### config.mk
export PLATFORM = sky130hd
export DESIGN_NAME = ecc_err_capture
export DESIGN_NICKNAME = d
export VERILOG_FILES = /design/src/rtl/ecc_err_capture.sv
export SDC_FILE = /design/constraint.sdc
export NUM_CORES = 1
export LEC_CHECK = 0
export BUFFER_PORTS_ARGS = -buffer_cell sky130_fd_sc_hd__buf_2
export CORE_ASPECT_RATIO = 1.25
export CORE_MARGIN = 1.5
export CORE_UTILIZATION = 25
export DETAILED_ROUTE_END_ITERATION = 6
export PLACE_DENSITY = 0.59
export SLEW_MARGIN = 20
export SYNTH_ARGS = -nofsm -noshare
export SYNTH_HDL_FRONTEND = slang
export SYNTH_SLANG_ARGS = --single-unit
export TNS_END_PERCENT = 10
### constraint.sdc
create_clock -name clk -period 1.25 [get_ports clk]
set_clock_uncertainty 0.2 [all_clocks]
set_input_delay 0.125 -clock clk [delete_from_list [all_inputs] [get_ports clk]]
set_output_delay 0.125 -clock clk [all_outputs]
set_load 0.005 [all_outputs]
### src/rtl/ecc_err_capture.sv
module ecc_err_capture #(
  parameter int COL_W = 16,
  parameter int ROW_W = 16,
  parameter int BANK_W = 3,
  parameter int RANK_W = 2,
  parameter int SYN_W = 8
) (
  input  logic                 clk,
  input  logic                 rst_n,
  input  logic                 single_chan,
  input  logic [1:0]           ev_ce,
  input  logic [1:0]           ev_ue,
  input  logic [2*COL_W-1:0]   ev_col,
  input  logic [2*ROW_W-1:0]   ev_row,
  input  logic [2*BANK_W-1:0]  ev_bank,
  input  logic [2*RANK_W-1:0]  ev_rank,
  input  logic [2*SYN_W-1:0]   ev_syn,
  input  logic                 reg_wr,
  input  logic [1:0]           reg_addr,
  input  logic [15:0]          reg_wdata,
  output logic [63:0]          reg_rdata,
  output logic                 irq
);
  localparam int NCH = 2;

  logic [1:0]  st;
  logic [63:0] log0, log1;
  logic [1:0]  clr;
  logic [NCH-1:0] en, ce_in, ue_in;

  assign en    = {~single_chan, 1'b1};
  assign ce_in = ev_ce & en;
  assign ue_in = ev_ue & en;
  assign clr   = (reg_wr && reg_addr == 2'd0) ? reg_wdata[1:0] : 2'b00;

  function automatic logic [63:0] pack(input logic [COL_W-1:0] c, input logic [ROW_W-1:0] r,
                                       input logic [BANK_W-1:0] b, input logic [RANK_W-1:0] k,
                                       input logic [SYN_W-1:0] s, input logic ue);
    return {c, r, b, k, 3'b000, s, 14'd0, ue, ~ue};
  endfunction

  logic [63:0] nxt [NCH];
  logic [63:0] cur [NCH];
  assign cur[0] = log0;
  assign cur[1] = log1;

  for (genvar c = 0; c < NCH; c++) begin : g_ch
    logic cap_ue, cap_ce;
    assign cap_ue = ue_in[c] && !cur[c][1];
    assign cap_ce = ce_in[c] && !ue_in[c] && !cur[c][1] && !cur[c][0];
    always_comb begin
      nxt[c] = cur[c];
      if (cap_ue || cap_ce)
        nxt[c] = pack(ev_col[c*COL_W +: COL_W], ev_row[c*ROW_W +: ROW_W],
                      ev_bank[c*BANK_W +: BANK_W], ev_rank[c*RANK_W +: RANK_W],
                      ev_syn[c*SYN_W +: SYN_W], cap_ue);
      else
        nxt[c][1:0] = cur[c][1:0] & ~clr;
    end
  end

  always_ff @(posedge clk) begin
    if (!rst_n) begin
      st   <= '0;
      log0 <= '0;
      log1 <= '0;
    end else begin
      st   <= (st & ~clr) | {|ue_in, |ce_in};
      log0 <= nxt[0];
      log1 <= nxt[1];
    end
  end

  always_comb begin
    case (reg_addr)
      2'd0:    reg_rdata = {62'd0, st};
      2'd1:    reg_rdata = log0;
      2'd2:    reg_rdata = log1;
      default: reg_rdata = '0;
    endcase
  end

  assign irq = |st;
endmodule

==> results of run 1 <==
## worst max path at each step
stage | to | from | slack (ps)
after floorplan | log0[20] | log0[0] | -50
after global placement | log1[34] | log1[0] | -110
after detailed placement | log1[43] | log1[0] | -160
after CTS | reg_rdata[0] | log1[0] | -240
after global routing | reg_rdata[0] | log1[0] | -290
final | log1[45] | log1[0] | -230
## registers in the layout (all words and copies together) (netlist names)
| register | count |
|---|---|
| log0 | 47 |
| log1 | 47 |
| st | 2 |
## cells by family (layout without fill, tap and decap cells)
group | count (synthesis) | count (layout) | share of synthesized area [%]
compound gates | 55 | 55 | 10.2
other cells | 1 | 17 | 0.0816
mux | 92 | 92 | 20.0
flops | 96 | 96 | 41.8
buf+inv | 60 | 299 | 10.5
simple gates | 200 | 200 | 17.3
## per-stage QoR
| step | setup TNS [ps] | hold WS (ps) | util (%) | area (um^2) |
|---|---|---|---|---|
| floorplan | -3750 | 67.1 | - | 4660 |
| global placement | -7780 | 174 | 31.2 | 5620 |
| detailed placement | -10530 | 176 | 31.2 | 5620 |
| CTS | -17700 | 0.979 | 39.0 | 7030 |
| global route | -23480 | 52.8 | 39.5 | 7120 |
| finish | -15440 | 36.9 | 39.5 | 7120 |
## tightest hold or removal path, cell delays in order
cell	delay, ps
buf_2	110
nor2b_4	160
a32oi_1	60
nor2b_1	90
## what timing repair did
item / CTS / global route
cloned: 3 / 1
hold endpoints to repair: 95 / 0
gates resized for setup: 9 / 18
pin swaps: 3 / 5
endpoints found under the setup margin: 138 / 140
hold buffers: 96 / 0
buffers inserted: 1 / 3
## layout make-up
| type | instances | area (um^2) | area share [%] |
|---|---|---|---|
| clock buffers | 10 | 239 | 3.36 |
| inverters | 2 | 7.51 | 0.105 |
| well taps | 228 | 285 | 4.01 |
| multi-input cells | 364 | 2300 | 32.3 |
| flip-flops and latches | 96 | 1930 | 27.2 |
| repair buffers | 281 | 2280 | 32.1 |
| clock inverters | 6 | 66.3 | 0.932 |
## cells in the mapped netlist, drive strengths merged
cell type / n
dfxtp: 96
nor2b: 7
nor2: 4
clkbuf: 7
a22o: 45
o21a: 2
o21ai: 3
nand2b: 1
buf: 51
a21boi: 1
inv: 2
nand4bb: 2
and4b: 1
a41o: 1
nand2: 184
conb: 1
mux2i: 92
a221oi: 2
or2: 1
a32oi: 1
## routing by layer
| layer | up-vias | wire (um) | share of wire, % | global-route usage [%] |
|---|---|---|---|---|
| met1 | 1998 | 5640 | 41 | 15.3 |
| met3 | 32 | 523 | 3.8 | 2.32 |
| met4 | 0 | 489 | 3.5 | 7.55 |
| met5 | - | 0 | 0 | 0 |
| li1 | 2161 | - | - | - |
| met2 | 131 | 7170 | 52 | 26.1 |
## where the power goes
| part | switching (mW) | total [mW] | internal, mW |
|---|---|---|---|
| registers | 0.126 | 3.42 | 3.29 |
| logic | 0.667 | 1.58 | 0.912 |
| clock network | 1.27 | 2.88 | 1.61 |
| total | 2.06 | 7.87 | 5.81 |
==> results.toml, run 1 <==
[grt]
grt_usage_pct = 14.1
grt_start_max_net_pins = 35
grt_pass1_wl_um = 21400
overflow = 0
grt_pass1_vias = 4276
antenna_found_initial = 0

[logic_synthesis]
ys_types = 24
syn_area_per_cell_um2 = 9.11
yosys_warnings = 0
netlist_area_um2 = 4590
netlist.area_leader.share_pct = 41.8
ys_ff_latch = 96
synth_top_area_cell = "dfxtp_1"
ys_top_cells_by_area = "dfxtp_1 42%, mux2i_1 20%, nand2_1 15%"
seq_area_frac_synth_pct = 41.8
syn_inst = 504

[critical_path]
slowest_delay_ps = 340
r2r_slack_ps = -230
reg2reg_depth = 6
r2r-end = "log1[45]"
path_depth = 6
cp_cell_sequence = "buf_6 > nor2b_4 > o21a_4 > buf_12 > clkbuf_16 > mux2i_1"
worstSetupPathType = "reg -> reg"
crit_buf_inv = 3
end_kind = "flop"
r2r_start = "log1[0]"
startpoint_type = "flop"
critPathTopFamily = "buffers and inverters"
crit_slowest_cell = "dfxtp_2"
worst_ep_arrival_time_ps = 1560
cp_max_fo = 6
required_ps = 1330

[cts]
cts_tree = "yes"
clk_pin_slew_ps = 70
clockBufferDepth = 2
clk-insertion-delay-late_ps = 350
root_buffer = "clkbuf_16"
htree_levels = 3
cts_sinks = 96
cts-buffers-inserted = 9

[worst_hold_path]
hp-class = "in -> reg"
min_from = "ev_ce[0]"
min_to = "log0[0]"
holdPathStages = 4

[power]
fin_total_pwr_mw = 7.87
p_leak_nw = 3.35
power_density_nw_per_um2 = 1110
peakVddDrop_v = 0.000566

[floorplanning]
core_area_um2 = 18000
die_y_um = 155
die_w_um = 124
start_util_pct = 25.5
num_rows = 55
io_pins = 181
dieArea_um2 = 19200

[sta]
rsz0062_at_grt = "yes"
timing.fmax_ghz = 0.677
setup_ws_ps = -226
setup_viol = 138
slew_violations = 0
hold_viol = 0
layout_worst_path_cycle_share_pct = 118
timing.final.crit_period_ps = 1480

[detailed_routing]
drtPass1Iterations = 4
viasPerCell = 4.38
routed_wl_um = 13800
avgRoutedWirePerCell_um = 14.0
drtIter0Drc = 114
drc = 0
final_antenna_net_count = 0
num_vias = 4322

[placed_design]
dp.cells = 867
post-place-ws_ps = -164
hpwl_um = 8510
io_buffers = 149
gp_congestion = 0.772

[run_status]
failed_checks = "setup timing"
status = "complete, but fails checks"

[finish]
layout-drive-gt1-share_pct = 28.9
nFillCells = 1796
nNetsFinal = 870
diodes = 0
final_common_cell = "nand2_1"
syn_to_final_growth_pct = 54.9
final_cell_count_no_fill = 987
layout_common_cells = "184 x nand2_1, 145 x buf_2, 95 x dlygate4sd3_1"

[flow_run]
cap_violations = 0
(Power assumes the default switching activity.)
==> inputs of run 2 (changes only) <==
Settings changed: RECOVER_POWER set to 100.
==> results.toml, run 2 (synthesized netlist as in run 1, its figures left out) <==
[detailed_routing]
final_antenna_net_count = 0
num_vias = 4317
drtPass1Iterations = 4
viasPerCell = 4.37
avgRoutedWirePerCell_um = 14.0
routed_wl_um = 13800
drc = 0
drtIter0Drc = 114

[run_status]
status = "complete, but fails checks"
failed_checks = "setup timing"

[placed_design]
io_buffers = 149
gp_congestion = 0.772
dp.cells = 867
dpl_cell_area_um2 = 5620
hpwl_um = 8510

[finish]
fin_area_um2 = 7110
final_cell_count_no_fill = 987
largestRegisters = "log0: 47 flops, log1: 47 flops, st: 2 flops"
final_common_cell = "nand2_1"
nNetsFinal = 870
layout_common_cells = "184 x nand2_1, 143 x buf_2, 95 x dlygate4sd3_1"
layout-drive-gt1-share_pct = 28.7
syn_to_final_growth_pct = 54.9
diodes = 0

[critical_path]
startpoint_type = "flop"
required_ps = 1330
reg2reg_depth = 6
end_kind = "flop"
worstSetupPathType = "reg -> reg"
worst_ep_arrival_time_ps = 1560
cp_max_fo = 6
r2r_slack_ps = -230

[grt]
grt_pass1_vias = 4276
grt_pass1_wl_um = 21400
overflow = 0
grt_usage_pct = 14.1
antenna_found_initial = 0
grt_start_max_net_pins = 35

[floorplanning]
die_w_um = 124
die_y_um = 155
io_pins = 181
num_rows = 55
core_area_um2 = 18000
dieArea_um2 = 19200
start_util_pct = 25.5

[cts]
cts_tree = "yes"
cts_sinks = 96
cts-buffers-inserted = 9
root_buffer = "clkbuf_16"
htree_levels = 3
clk-insertion-delay-late_ps = 350
clk_pin_slew_ps = 70
clockBufferDepth = 2

[worst_hold_path]
holdPathStages = 4
hp-class = "in -> reg"

[sta]
timing.final.crit_period_ps = 1480
rsz0062_at_grt = "yes"
setup_ws_ps = -226
fin_tns_setup_ps = -15450
hold_viol = 0
layout_worst_path_cycle_share_pct = 118
timing.fmax_ghz = 0.677
slew_violations = 0
setup_viol = 139

[power]
peakVddDrop_v = 0.000566
power_density_nw_per_um2 = 1110
fin_total_pwr_mw = 7.87
p_leak_nw = 3.35

[flow_run]
cap_violations = 0
==> run 2: cell types whose count changed in the layout (fill, tap and decap cells not counted), sizes merged <==
cell	before	now
buf	183	179
clkbuf	11	15
==> run 2: routing by layer <==
layer,wire length [um],up-vias,GRT usage [%]
met5,0,-,0
met3,521,30,2.32
met4,475,0,7.55
met2,7180,129,26.1
met1,5650,1995,15.3
li1,-,2163,-
==> run 2: power by group <==
part | switching [mW] | total (mW) | internal, mW
logic | 0.667 | 1.58 | 0.910
registers | 0.126 | 3.42 | 3.29
clock network | 1.27 | 2.88 | 1.61
total | 2.06 | 7.87 | 5.81
==> run 2: cell type report <==
type,count,area [um^2]
Inverter,2,7.51
Fill cell,1796,10900
Tap cell,228,285
Clock buffer,10,239
Timing Repair Buffer,281,2280
Multi-Input combinational cell,364,2300
Sequential cell,96,1930
Clock inverter,6,66.3
==> run 2: per-stage QoR <==
stage                     setup slack [ps]  util [%]  hold WS [ps]
after floorplan                      -54.3         -          67.1
after global placement                -111      31.2           174
after detailed placement              -164      31.2           176
after CTS                             -239      39.0         0.979
after global routing                  -287      39.5          62.1
final                                 -226      39.5          37.2
==> run 2: critical path: stages, from the launching register on <==
cell       delay (ps)
dfxtp_2           340
buf_6             110
nor2b_4           110
o21a_4            190
buf_12            120
clkbuf_16         150
mux2i_1           180
==> run 2: timing repair <==
| action | CTS | global route |
|---|---|---|
| gates cloned | 3 | 1 |
| hold buffers | 96 | 0 |
| gates resized for setup | 9 | 18 |
| setup endpoints to repair | 138 | 140 |
| pin swaps | 3 | 5 |
| buffers inserted | 1 | 3 |
| hold endpoints to repair | 95 | 0 |
==> run 2: worst paths after layout <==
| kind | startpoint | to |
|---|---|---|
| setup / recovery | log1[0] | log1[45] |
| hold / removal | ev_ce[0] | log0[0] |
| setup reg to reg | log1[0] | log1[45] |
| hold reg to reg | log0[54] | log0[54] |
==> inputs of run 3 (changes only) <==
Settings changed: CORE_MARGIN 1.5 to 5, TNS_END_PERCENT 10 to 50.
==> results.toml, run 3 (synthesized netlist as in run 1, its figures left out) <==
[run_status]
status = "complete, but fails checks"
failed_checks = "hold timing, setup timing"

[sta]
slew_violations = 0
fin_tns_setup_ps = -16150
timing.final.crit_period_ps = 1460
setup_viol = 138
fin_hold_ws_ps = -58.5
rsz0062_at_grt = "yes"
timing.fmax_ghz = 0.683
layout_worst_path_cycle_share_pct = 117
hold_viol = 1
setup_ws_ps = -214

[finish]
nFillCells = 1744
layout_common_cells = "184 x nand2_1, 145 x buf_2, 96 x dlygate4sd3_1"
multiInputGateArea_um2 = 2320
syn_to_final_growth_pct = 59.4
layout.area.seq_um2 = 1940
nNetsFinal = 880
layout-drive-gt1-share_pct = 30.8
diodes = 0
final_common_cell = "nand2_1"
final_cell_count_no_fill = 997
largestRegisters = "log0: 47 flops, log1: 47 flops, st: 2 flops"

[grt]
grt_pass1_vias = 4473
overflow = 0
antenna_found_initial = 0
grt_start_max_net_pins = 33
grt_usage_pct = 13.4
grt_pass1_wl_um = 22900

[floorplanning]
num_rows = 55
dieArea_um2 = 21200
die_w_um = 131
core_area_um2 = 18100
die_y_um = 162
io_pins = 181
start_util_pct = 25.4

[critical_path]
cp_cell_sequence = "nor2_2 > o21a_4 > buf_12 > mux2i_2"
r2r_slack_ps = -210
end_kind = "flop"
worst_ep_arrival_time_ps = 1520
worstSetupPathType = "reg -> reg"
crit_slowest_cell = "dfxtp_2"
r2r_start = "log1[1]"
cp_max_fo = 7
required_ps = 1300
reg2reg_depth = 4
startpoint_type = "flop"
slowest_delay_ps = 330
r2r-end = "log1[55]"

[cts]
clk-insertion-delay-late_ps = 350
cts-buffers-inserted = 9
htree_levels = 3
cts_tree = "yes"
cts_sinks = 96
postCtsHoldBufs = 96
clockBufferDepth = 2
clk_pin_slew_ps = 70
root_buffer = "clkbuf_16"

[detailed_routing]
num_vias = 4303
final_antenna_net_count = 0
avgRoutedWirePerCell_um = 15.3
viasPerCell = 4.32
routed_wl_um = 15200
drtIter0Drc = 137
drtPass1Iterations = 5
drc = 0

[power]
p_leak_nw = 3.43
power_density_nw_per_um2 = 1110
peakVddDrop_v = 0.000569
fin_total_pwr_mw = 8.14

[worst_hold_path]
min_from = "single_chan"
min_to = "log1[1]"
holdPathStages = 4
hp-class = "in -> reg"

[placed_design]
hpwl_um = 8960
io_buffers = 149
dp.cells = 869
gp_congestion = 0.737

[flow_run]
cap_violations = 0
## run 3: metrics by stage
| stage | setup WS (ps) | area [um^2] | util [%] |
|---|---|---|---|
| after detailed placement | -136 | 5630 | 31.1 |
| after CTS | -226 | 7090 | 39.2 |
| after global routing | -285 | 7320 | 40.4 |
| after global placement | -118 | 5630 | 31.1 |
| final | -214 | 7320 | 40.4 |
| after floorplan | -54.3 | 4660 | - |
## run 3: worst max path at each step
stage,to,from,cells after the start
after floorplan,log0[20],log0[0],5
after global placement,reg_rdata[45],reg_addr[0],5
after detailed placement,log1[28],log1[0],4
after CTS,reg_rdata[1],log1[1],4
after global routing,reg_rdata[1],log1[1],4
final,log1[55],log1[1],4
## run 3: metal layers
| metal | GRT usage [%] | routed length (um) |
|---|---|---|
| met2 | 24.1 | 7730 |
| met5 | 0 | 0 |
| met3 | 3.55 | 688 |
| met4 | 5.34 | 342 |
| met1 | 14.8 | 6450 |
## run 3: report_power, final
part	leakage [nW]	internal, mW	switching (mW)
Combinational	2.49	0.978	0.719
Sequential	0.796	3.29	0.120
Clock	0.152	1.81	1.23
## run 3: layout make-up
type	count	area share, %
repair buffers	291	33.4
clock inverters	5	1.09
multi-input cells	364	31.6
inverters	2	0.103
flip-flops and latches	96	26.5
well taps	228	3.90
clock buffers	11	3.32
## run 3: worst max-delay path: cells and delay by family (launching register included)
kind	cells	cell delay (ps)
DFF	1	330
AOI/OAI and AO/OA	1	300
muxes	1	230
buffers and inverters	1	180
and+or+nand+nor	1	130
## run 3: what timing repair did
action | CTS | global route
pin swaps | 4 | 5
resized for setup | 23 | 15
buffers inserted | 3 | 5
endpoints found under the hold margin | 95 | 1
gates cloned | 3 | 6
endpoints found under the setup margin | 138 | 140
